## src/rtl/xcvr_pkg.sv

```systemverilog
package xcvr_pkg;
    typedef enum logic [1:0] {
        PATH_OFF    = 2'd0,
        PATH_LIVE   = 2'd1,
        PATH_STORED = 2'd2
    } path_mode_e;
endpackage

```

## src/rtl/xcvr_hold_reg.sv

```systemverilog
module xcvr_hold_reg #(
    parameter int W = 8
) (
    input  logic         clk,
    input  logic         rst_n,
    input  logic         load,
    input  logic [W-1:0] d,
    output logic [W-1:0] q
);
    always_ff @(posedge clk or negedge rst_n) begin
        if (!rst_n) begin
            q <= '0;
        end else if (load) begin
            q <= d;
        end
    end


    load_take_chk: assert property (@(posedge clk) disable iff (!rst_n)
        load |=> (q == $past(d)));


    no_load_hold_chk: assert property (@(posedge clk) disable iff (!rst_n)
        !load |=> $stable(q));


    always @(posedge clk) begin
        if (!rst_n) begin
            reset_clear_chk: assert (q == '0);
        end
    end
endmodule

```

## src/rtl/xcvr_path.sv

```systemverilog
module xcvr_path
    import xcvr_pkg::*;
#(
    parameter int W        = 8,
    parameter bit EN_LOW   = 1'b0
) (
    input  logic         en,
    input  logic         use_reg,
    input  logic [W-1:0] live,
    input  logic [W-1:0] held,
    output logic [W-1:0] out,
    output logic         drive
);
    logic       en_act;
    path_mode_e mode;

    generate
        if (EN_LOW) begin : g_low
            assign en_act = ~en;
        end else begin : g_high
            assign en_act = en;
        end
    endgenerate

    always_comb begin
        if (!en_act) begin
            mode = PATH_OFF;
        end else if (use_reg) begin
            mode = PATH_STORED;
        end else begin
            mode = PATH_LIVE;
        end
    end

    always_comb begin
        unique case (mode)
            PATH_OFF: begin
                out   = '0;
                drive = 1'b0;
            end
            PATH_LIVE: begin
                out   = live;
                drive = 1'b1;
            end
            PATH_STORED: begin
                out   = held;
                drive = 1'b1;
            end
            default: begin
                out   = '0;
                drive = 1'b0;
            end
        endcase
    end
endmodule

```

## src/rtl/dual_path_transceiver.sv

```systemverilog
module dual_path_transceiver #(
    parameter int W = 8
) (
    input  logic         clk,
    input  logic         rst_n,
    input  logic         fwd_load,
    input  logic         rev_load,
    input  logic         fwd_drive,
    input  logic         rev_drive_n,
    input  logic         fwd_use_reg,
    input  logic         rev_use_reg,
    input  logic [W-1:0] a_in,
    output logic [W-1:0] a_out,
    output logic         a_drive,
    input  logic [W-1:0] b_in,
    output logic [W-1:0] b_out,
    output logic         b_drive
);
    logic [W-1:0] fwd_q;
    logic [W-1:0] rev_q;

    xcvr_hold_reg #(.W(W)) u_fwd_reg (
        .clk(clk), .rst_n(rst_n), .load(fwd_load), .d(a_in), .q(fwd_q)
    );

    xcvr_hold_reg #(.W(W)) u_rev_reg (
        .clk(clk), .rst_n(rst_n), .load(rev_load), .d(b_in), .q(rev_q)
    );

    xcvr_path #(.W(W), .EN_LOW(1'b0)) u_fwd_path (
        .en(fwd_drive), .use_reg(fwd_use_reg), .live(a_in), .held(fwd_q),
        .out(b_out), .drive(b_drive)
    );

    xcvr_path #(.W(W), .EN_LOW(1'b1)) u_rev_path (
        .en(rev_drive_n), .use_reg(rev_use_reg), .live(b_in), .held(rev_q),
        .out(a_out), .drive(a_drive)
    );


    b_drive_chk: assert property (@(posedge clk) disable iff (!rst_n)
        b_drive == fwd_drive);


    a_drive_chk: assert property (@(posedge clk) disable iff (!rst_n)
        a_drive == !rev_drive_n);


    fwd_live_chk: assert property (@(posedge clk) disable iff (!rst_n)
        (fwd_drive && !fwd_use_reg) |-> (b_out == a_in));


    swap_chk: assert property (@(posedge clk) disable iff (!rst_n)
        (fwd_drive && !rev_drive_n && fwd_use_reg && rev_use_reg)
        |-> (a_out == rev_q && b_out == fwd_q));
endmodule

```

## config.mk

```make
export PLATFORM = sky130hd
export DESIGN_NAME = dual_path_transceiver
export DESIGN_NICKNAME = d
export VERILOG_FILES = /design/src/rtl/xcvr_pkg.sv /design/src/rtl/xcvr_hold_reg.sv /design/src/rtl/xcvr_path.sv /design/src/rtl/dual_path_transceiver.sv
export SDC_FILE = /design/constraint.sdc
export NUM_CORES = 1
export LEC_CHECK = 0
export ABC_AREA = 1
export CAP_MARGIN = 0
export CORE_MARGIN = 2
export CORE_UTILIZATION = 43
export DETAILED_ROUTE_END_ITERATION = 8
export GPL_TIMING_DRIVEN = 0
export PLACE_DENSITY = 0.87
export RECOVER_POWER = 50
export SYNTH_ARGS = -nofsm -noshare
export SYNTH_HDL_FRONTEND = slang
export SYNTH_SLANG_ARGS = --single-unit
```

## constraint.sdc

```tcl
create_clock -name clk -period 1.48 [get_ports clk]
set_clock_uncertainty 0.1 [all_clocks]
set_input_delay 0.148 -clock clk [delete_from_list [all_inputs] [get_ports clk]]
set_output_delay 0.148 -clock clk [all_outputs]
set_load 0.01 [all_outputs]
```

### After elaboration in Yosys (flattened, before gate mapping)

Index checks and enable logic that the tools add are counted.

* flip-flop bits (word level): 16
* bits in latches: 0
* bits in writable memories: 0
* memory bits (read-only): 0
* input bits: 24
* output and inout port bits: 18
* word-level logic and storage cells: 16
* memories: 0

* add/sub/neg operators: 0
* $mul: 0
* divide/modulo/power cells: 0
* $lt $le $gt $ge: 0
* equality and inequality tests: 4
* shifts and indexed selects: 0
* mux-type cells: 8
* bitwise operators: 0
* reductions and logical operators: 2

Operator list (count)
* 8-bit one-hot mux with 2 select lines: 2
* 2-bit two-way mux: 4
* 2-bit by 1-bit equality test with 1-bit output, second input constant: 2
* 2-bit equality test, second input constant: 2
* 2-bit OR reduction: 2
* 1-bit two-way mux: 2

### Logic depth before layout (Yosys ltp)

Gate-level depths: netlist (run 1).

* word-level depth: 5
* depth in mapped cells: 4
* gate-level depth less buffers: 3

### Hierarchy

Synthesis (run 1) repeated with hierarchy kept, for this count alone.

* cell total of the unflattened synthesis: 124
* area, all modules: 904.6 um2

By module, submodules not included
* xcvr_hold_reg: times used 2, cells an instance 34, area each 305.3 um2, seq. area each 200.2 um2
* xcvr_path at u_fwd_path: times used 1, cells an instance 29, area each 167.7 um2, seq. area each 0.0 um2
* xcvr_path at u_rev_path: times used 1, cells an instance 27, area each 126.4 um2, seq. area each 0.0 um2

### Worst setup path before layout (run 1)

No wires, ideal clock.

* path kind: input to output
* start point: input fwd_drive
* end point: output b_out[5]
* arrival time: 0.568 ns
* data required time: 1.232 ns
* path slack: 0.664 ns
* cell stages on the path: 4
* buffers on the path: 2
* path through: buf_4 -> buf_6 -> nand3_1 -> nand2_1

* cells in the longest elaborated chain, start to end: 3
* elaborated cells on any way between the ends: 4
* classes of those cells: 2 x eq/ne; 2 x mux

Ends and longest elaborated chain
* start: declaration: line dual_path_transceiver.sv:8 `input logic fwd_drive,`
* 2-bit two-way mux *: line xcvr_path.sv:26 `if (!en_act) begin`
* 2-bit equality test / 2-bit by 1-bit equality test with 1-bit output (equally long branches): line xcvr_path.sv:36 `unique case (mode)`
* 8-bit one-hot mux with 2 select lines *: line xcvr_path.sv:36
* end: declaration: line dual_path_transceiver.sv:16 `output logic [W-1:0] b_out,`

Every way passes the cells marked *; elsewhere a longest branch is shown, timed or not.

### Worst setup path in the final report (run 1)

* start point: input rev_drive_n
* end point: output a_drive

* cells in the longest elaborated chain, start to end: 4
* elaborated cells on any way between the ends: 5
* classes of those cells: 2 x eq/ne; 2 x mux; 1 x reduce/logical

Ends and longest elaborated chain
* start: declaration: line dual_path_transceiver.sv:9 `input logic rev_drive_n,`
* 2-bit two-way mux *: line xcvr_path.sv:26
* 2-bit by 1-bit equality test with 1-bit output / 2-bit equality test (equally long branches): line xcvr_path.sv:36
* 2-bit OR reduction (no source line) *
* 1-bit two-way mux *: line xcvr_path.sv:36
* end: declaration: line dual_path_transceiver.sv:14 `output logic a_drive,`

Marked as above.

==> impl_metrics.toml, run 1 <==
[synthesis]
ys_warn_count = 0
synth_cell_type_count = 13
syn-num-nets = 146
syn_area_sq_um = 898
synth_seq_cells = 16
netlist_instances = 122
yosysSeqAreaShare_pct = 44.6
syn_avg_cell_area_sq_um = 7.36

[layout]
syn2layout_area_growth_pct = 45.0
n_antenna_cell = 0
fill_cells = 187
finalNetCount = 189
layout-drive-gt1-share_pct = 6.13

[global_routing]
grt_usage_pct = 19.6
grt_pass1_wl_mm = 3.73
grt_max_degree = 17
antenna_found_initial = 0
grt_overflow = 0
grt_pass1_vias = 877

[cts]
ctsResizeCount = 17
cts_buffers = 3
post_cts_buffers = 0
clk-insertion-delay-late_ns = 0.27
clock_sinks = 16
htreeDepth = 1
clkTransAtPathRegs_ns = 0.09
ctsHoldBuffers = 0
cts_tree = "yes"
root_buffer = "clkbuf_4"
clk_path_buf_depth = 2

[pwr]
power_density_mw_per_mm2 = 744
vdd_ir_drop_max_mv = 0.487
power.switching_mw = 0.274
pwr-share-seq_pct = 51.3
comb_power_share_pct = 26.1
swShare_pct = 28.3
p_leak_nw = 0.711
finalPower_mw = 0.969
intPower_mw = 0.694
p_clk_share_pct = 22.6

[critical_path]
max_stage_delay_ns = 0.55
path_max_fanout = 9
crit_path_start_kind = "input pin"
critPathBufInv = 3
cp.arrival_ns = 1.14
slowest_stage = "clkdlybuf4s50_1"
crit_start = "rev_drive_n"
r2r-end = "u_rev_reg.q[2]"
crit_required_ns = 1.23
rrSetupSlack_ns = 0.72
r2r-start = "u_rev_reg.q[2]"
critPathCaptureType = "output port"
path_delay_family = "buffers and inverters"
r2r_cells = 2
critPathKind = "in2out"
worstPathCellList = "dlygate4sd2_1, inv_4, clkdlybuf4s50_1"

[sta]
min_period_ns = 1.39
max_freq_ghz = 0.720
finalCritPeriodShare_pct = 93.8
rsz0062_at_grt = "no"
fin_hold_ws_ns = 0.262
hold_violations = 0
relSlewSlack_pct = 51.9
report.final.slew_viol_count = 0
worstMarginPinSlew_ns = 0.720
setup_viol = 0

[job]
max-cap-violations = 0

[route]
wl_per_cell_um = 11.8
viasPerCell = 4.77
dr.first_iter.drc_count = 16
vias = 907
drtAntennaViolNets = 0
dr.pass1.iters = 4
drt_wl_total_mm = 2.23
drc = 0

[floorplan]
die-area_sq_mm = 0.00247
die_h_um = 49.7
core_sq_mm = 0.00196
rows = 16
die_w_um = 49.7
io_pins = 42
initial_core_util_pct = 45.8

[placed_design]
dp_hpwl_mm = 1.77
port_buffers = 38
gp_congestion = 0.775

[run_status]
status = "finished clean"

[hold_path]
hp-class = "in2async"
-- cells in the mapped netlist --
cell,n,area [sq um]
buf_2,1,5.00
buf_4,2,15.0
buf_6,3,33.8
clkbuf_1,1,3.75
dfrtp_1,16,400
inv_1,16,60.1
inv_2,1,3.75
inv_4,1,6.26
nand2_1,40,150
nand3_1,24,120
nor2_8,1,20.0
o21ai_0,13,65.1
o21ai_1,3,15.0
-- worst max-delay path by stage --
stage,cells after the start,slack [ns],end
2_1_floorplan,4,0.66,b_out[5]
5_1_grt,3,0.06,a_drive
4_1_cts,3,0.08,a_drive
3_3_place_gp,5,-0.29,a_out[5]
3_5_place_dp,5,-0.33,a_out[6]
6_report,3,0.09,a_drive
-- cell families (layout without fill, tap and decap cells) --
kind of cell | after synthesis | after routing | share of synthesized area, %
flip-flops | 16 | 16 | 44.6
AND/OR/NAND/NOR | 65 | 65 | 32.3
buffers and inverters | 25 | 66 | 14.2
AO/OA/AOI/OAI | 16 | 16 | 8.91
-- flip-flops by register name, indices dropped and copies added (netlist names) --
signal       cells
u_rev_reg.q      8
u_fwd_reg.q      8
-- through the flow --
step / util, % / instance area (sq um) / setup TNS, ns / cells / setup slack, ns
after global placement: 66.9 / 1310 / -2.90 / 187 / -0.293
after global routing: 66.4 / 1300 / 0 / 190 / 0.0561
after CTS: 67.0 / 1310 / 0 / 190 / 0.0802
final: 66.4 / 1300 / 0 / 190 / 0.0914
after detailed placement: 66.9 / 1310 / -3.22 / 187 / -0.327
after floorplan: - / 898 / 0 / 122 / 0.664
-- layout make-up --
| type | instances | area [sq um] | share of cell area, % |
|---|---|---|---|
| plain buffers | 7 | 46.3 | 3.55 |
| flip-flops and latches | 16 | 400 | 30.7 |
| clock buffers | 3 | 22.5 | 1.73 |
| multi-input cells | 81 | 370 | 28.4 |
| repair buffers | 38 | 359 | 27.6 |
| inverters | 18 | 70.1 | 5.38 |
| well taps | 27 | 33.8 | 2.59 |
-- power by group through the flow --
stage	logic [mW]	registers, mW	clock network (mW)
CTS	0.262	0.497	0.225
floorplan	0.124	0.500	0
finish	0.253	0.497	0.219
global route	0.282	0.502	0.252
detailed placement	0.286	0.505	0
global placement	0.278	0.503	0
-- layout by cell type (no fill, tap or decap) --
| cell type | count |
|---|---|
| inv_2 | 1 |
| buf_2 | 1 |
| buf_6 | 2 |
| inv_1 | 16 |
| buf_4 | 1 |
| o21ai_0 | 16 |
| inv_4 | 1 |
| dfrtp_1 | 16 |
| nand2_1 | 40 |
| clkdlybuf4s50_1 | 18 |
| dlygate4sd2_1 | 17 |
| clkbuf_4 | 3 |
| nand3_1 | 24 |
| nor2_8 | 1 |
| clkbuf_1 | 3 |
| dlygate4sd3_1 | 3 |
-- metal layers --
metal | GRT usage (%) | vias to the layer above | share of wire (%)
met5 | 0 | - | 0
met4 | 6.94 | 0 | 0.76
met3 | 4.85 | 2 | 8.4
met2 | 35.3 | 41 | 48
met1 | 22.1 | 397 | 43
li1 | - | 467 | -
No activity file was read; power rests on OpenSTA's default activity.
==> run 2: changes to the inputs <==
--- a/config.mk
+++ b/config.mk
@@ -8,10 +8,10 @@
 export ABC_AREA = 1
 export CAP_MARGIN = 0
 export CORE_MARGIN = 2
-export CORE_UTILIZATION = 43
+export CORE_UTILIZATION = 40
 export DETAILED_ROUTE_END_ITERATION = 8
 export GPL_TIMING_DRIVEN = 0
-export PLACE_DENSITY = 0.87
+export PLACE_DENSITY = 0.82
 export RECOVER_POWER = 50
 export SYNTH_ARGS = -nofsm -noshare
 export SYNTH_HDL_FRONTEND = slang
==> constraint.sdc (replaced) <==
create_clock -name clk -period 1.33 [get_ports clk]
set_clock_uncertainty 0.1 [all_clocks]
set_input_delay 0.133 -clock clk [delete_from_list [all_inputs] [get_ports clk]]
set_output_delay 0.133 -clock clk [all_outputs]
set_load 0.01 [all_outputs]
==> run 2 against run 1 <==
Utilization is 4.6 points lower. Die area is 6.9% higher. Largest cell class unchanged. Clock power is 7% higher. Hold slack worse by 0.022 ns. Via count is 1.5% lower. Highest routed layer unchanged. Final cell count is 2.1% higher. Register-to-register slack worse by 0.27 ns. Global-route usage is 2.5 points lower.
==> impl_metrics.toml, run 2 (same netlist as run 1, synthesis figures left out) <==
[run_status]
status = "finished clean"

[critical_path]
crit_path_start_kind = "flop"
rrSetupSlack_ns = 0.45
critPathCaptureType = "output port"
critPathKind = "reg2out"
path_max_fanout = 2
r2r_cells = 3
crit_required_ns = 1.10
cp.arrival_ns = 1.05

[cts]
cts_tree = "yes"
ctsHoldBuffers = 0
cts_buffers = 3
htreeDepth = 1
root_buffer = "clkbuf_4"
clock_sinks = 16
clkTransAtPathRegs_ns = 0.08
clk_path_buf_depth = 2
clk-insertion-delay-late_ns = 0.27

[job]
max-cap-violations = 0

[pwr]
power_density_mw_per_mm2 = 809
p_leak_nw = 0.696
vdd_ir_drop_max_mv = 0.496

[floorplan]
rows = 17
core_sq_mm = 0.00217
initial_core_util_pct = 41.4
io_pins = 42
die_h_um = 51.4
die_w_um = 51.4
die-area_sq_mm = 0.00264

[global_routing]
antenna_found_initial = 0
grt_pass1_wl_mm = 3.38
grt_usage_pct = 17.1
grt_max_degree = 17
grt_pass1_vias = 833
grt_overflow = 0

[sta]
setup_viol = 0
relSlewSlack_pct = 53.4
fin_hold_ws_ns = 0.240
finalCritPeriodShare_pct = 96.4
report.final.slew_viol_count = 0
hold_violations = 0
worstMarginPinSlew_ns = 0.696
max_freq_ghz = 0.780
min_period_ns = 1.28

[placed_design]
dp_hpwl_mm = 1.63
port_buffers = 38
gp_congestion = 0.746

[route]
viasPerCell = 4.60
drt_wl_total_mm = 2.05
dr.pass1.iters = 4
drtAntennaViolNets = 0
dr.first_iter.drc_count = 13
wl_per_cell_um = 10.6
drc = 0
vias = 893

[layout]
layout-drive-gt1-share_pct = 9.64
finalNetCount = 192
syn2layout_area_growth_pct = 49.3
layout_common_cells = "nand2_1, nand3_1, clkdlybuf4s50_1"
reg.largest.list = "u_fwd_reg.q: 8 flops, u_rev_reg.q: 8 flops"
final_common_cell = "nand2_1"
final_util_pct = 61.8
n_antenna_cell = 0

[hold_path]
hp-class = "in2async"
-- run 2: changes by cell type in the layout (fill, tap and decap cells not counted) --
cell | before | now
clkdlybuf4s15_1 | 0 | 13
clkdlybuf4s50_1 | 18 | 17
buf_6 | 2 | 3
o21ai_0 | 16 | 13
clkbuf_2 | 0 | 2
buf_4 | 1 | 4
o21ai_1 | 0 | 3
clkbuf_1 | 3 | 2
dlygate4sd2_1 | 17 | 3
-- run 2: worst paths after layout --
kind                                   to           start
max in group asynchronous  u_rev_reg.q[5]           rst_n
max reg2reg                u_rev_reg.q[3]  u_rev_reg.q[3]
min reg2reg                u_rev_reg.q[2]  u_rev_reg.q[2]
min in group clk           u_fwd_reg.q[2]         a_in[2]
min                        u_rev_reg.q[7]           rst_n
max                              a_out[6]  u_rev_reg.q[6]
-- run 2: routing by layer --
layer / GRT usage, % / wire length [um]
met1: 20.1 / 926
met2: 28.2 / 935
met3: 5.26 / 180
met4: 7.89 / 11
met5: 0 / 0
-- run 2: stage by stage --
step,cells,power [mW],setup WS [ns],setup TNS (ns),instance area [sq um]
6_report,194,1.09,0.0480,0,1340
5_1_grt,194,1.16,-0.00425,-0.00425,1340
4_1_cts,191,1.08,0.00186,0,1310
3_5_place_dp,188,0.876,-0.424,-5.03,1310
3_3_place_gp,188,0.868,-0.409,-4.92,1310
2_1_floorplan,122,0.694,0.544,0,898
-- run 2: final cells by class --
cell class,instances,area (sq um)
flip-flops and latches,16,400
clock buffers,3,22.5
multi-input cells,81,370
repair buffers,41,389
well taps,28,35.0
fillers,212,828
inverters,18,70.1
plain buffers,7,53.8
-- run 2: what timing repair did --
| action | 4_1_cts | 5_1_grt |
|---|---|---|
| setup endpoints to repair | 17 | 15 |
| gates resized for setup | 18 | 17 |
| buffers inserted | 0 | 3 |
-- run 2: power breakdown --
group	switching [mW]	internal, mW	total, mW	leakage (nW)
clock network	0.129	0.105	0.234	0.0138
logic	0.143	0.155	0.297	0.488
registers	0.0246	0.530	0.554	0.194
-- run 2: worst max-delay path, cell delays in order, from the launching register on --
cell,delay [ns]
dfrtp_1,0.38
nand3_1,0.08
nand2_1,0.05
dlygate4sd2_1,0.27
==> run 3: changes to the inputs <==
--- a/config.mk
+++ b/config.mk
@@ -7,7 +7,7 @@
 export LEC_CHECK = 0
 export ABC_AREA = 1
 export CAP_MARGIN = 0
-export CORE_MARGIN = 2
+export CORE_MARGIN = 10
 export CORE_UTILIZATION = 40
 export DETAILED_ROUTE_END_ITERATION = 8
 export GPL_TIMING_DRIVEN = 0
==> run 3 against run 2 <==
Global-route usage decreased by 6.3 points. Register-to-register slack about the same. Power rose by 6.8%. Final cell count is 1.0% higher. Highest routed layer is now met3. Clock power increased by 32%. Wire length rose by 20%. Worst setup slack worse by 0.0048 ns.
==> impl_metrics.toml, run 3 (same netlist as run 1, synthesis figures left out) <==
[run_status]
status = "finished clean"

[route]
wl_per_cell_um = 12.6
viasPerCell = 4.65
drtAntennaViolNets = 0
dr.first_iter.drc_count = 53
dr.pass1.iters = 4
drc = 0
drt_wl_total_mm = 2.47
vias = 911

[critical_path]
critPathCaptureType = "output port"
critPathKind = "reg2out"
cp.arrival_ns = 1.05
crit_path_start_kind = "flop"
path_max_fanout = 2
crit_required_ns = 1.10

[layout]
layout_common_cells = "nand2_1, nand3_1, clkdlybuf4s50_1"
finalNetCount = 193
regArea_sq_um = 400
syn2layout_area_growth_pct = 48.2
stdcell_count = 196
reg.largest.list = "u_fwd_reg.q: 8 flops, u_rev_reg.q: 8 flops"
fill_cells = 199
n_antenna_cell = 0
final_common_cell = "nand2_1"
layout-drive-gt1-share_pct = 13.7
final_cell_area_sq_mm = 0.00133
multi_input_area_sq_um = 370
final_util_pct = 61.4

[sta]
setup_viol = 0
worst_slack_ns = 0.0431
report.final.slew_viol_count = 0
finalCritPeriodShare_pct = 96.8
hold_violations = 0
max_freq_ghz = 0.777
relSlewSlack_pct = 52.0
worstMarginPinSlew_ns = 0.717
min_period_ns = 1.29

[cts]
htreeDepth = 1
clkTransAtPathRegs_ns = 0.09
clk-insertion-delay-late_ns = 0.27
cts_tree = "yes"
clock_sinks = 16
cts_buffers = 3
clk_path_buf_depth = 2
root_buffer = "clkbuf_4"

[global_routing]
grt_max_degree = 17
grt_pass1_vias = 935
grt_usage_pct = 10.8
antenna_found_initial = 0
grt_pass1_wl_mm = 4.00
grt_overflow = 0

[pwr]
power_density_mw_per_mm2 = 870
p_leak_nw = 0.705
vdd_ir_drop_max_mv = 0.485

[placed_design]
postPlaceCellArea_sq_mm = 0.00131
gp_congestion = 0.809
dp_slack_ns = -0.421
placedCellCount = 188
port_buffers = 38
dp_hpwl_mm = 2.00

[floorplan]
initial_core_util_pct = 41.4
core_sq_mm = 0.00217
die_h_um = 67.4
io_pins = 42
die_w_um = 67.4
die-area_sq_mm = 0.00454
rows = 17

[job]
max-cap-violations = 0

[hold_path]
hp-class = "in2async"
==> run 3: where the power goes <==
part	switching, mW	internal, mW
Clock	0.142	0.166
Combinational	0.148	0.150
Sequential	0.0229	0.530
Total	0.313	0.846
==> run 3: final timing paths <==
path / startpoint / endpoint / slack [ns] / cells after the start
max: u_rev_reg.q[3] / a_out[3] / 0.04 / 3
min: rst_n / u_rev_reg.q[5] / 0.24 / 1
min reg2reg: u_fwd_reg.q[2] / u_fwd_reg.q[2] / 0.42 / 2
max reg2reg: u_fwd_reg.q[6] / u_fwd_reg.q[6] / 0.46 / 3
max in group asynchronous: rst_n / u_fwd_reg.q[7] / 0.43 / 1
min in group clk: a_in[2] / u_fwd_reg.q[2] / 0.32 / 3
==> run 3: per-layer routing <==
metal	vias to the layer above	GRT usage (%)	wire (um)
li1	478	-	-
met1	389	12.4	1130
met2	44	17.1	1040
met3	0	6.12	308
met4	0	2.82	0
met5	-	0	0
==> run 3: final cells by class <==
class / count / area share [%]
plain buffers: 7 / 3.57
clock buffers: 4 / 2.73
inverters: 18 / 5.26
multi-input cells: 81 / 27.8
flip-flops and latches: 16 / 30.1
well taps: 28 / 2.63
repair buffers: 42 / 27.9
==> run 3: worst max-delay path, stage by stage, from the launching register on <==
cell and delay, ns:
dfrtp_1 0.38, nand3_1 0.08, nand2_1 0.05, dlygate4sd2_1 0.27
==> run 3: per-stage QoR <==
step / hold WS [ns] / setup TNS [ns] / power [mW]
3_3_place_gp: 0.404 / -5.05 / 0.872
4_1_cts: 0.188 / 0 / 1.17
6_report: 0.245 / 0 / 1.16
3_5_place_dp: 0.408 / -5.18 / 0.881
2_1_floorplan: -0.263 / 0 / 0.694
5_1_grt: 0.288 / -0.00373 / 1.24
==> run 3: what timing repair did <==
action	CTS	global route
hold buffers	0	0
buffers inserted	1	3
gates resized for setup	18	22
setup endpoints to repair	17	16
gates cloned	0	0
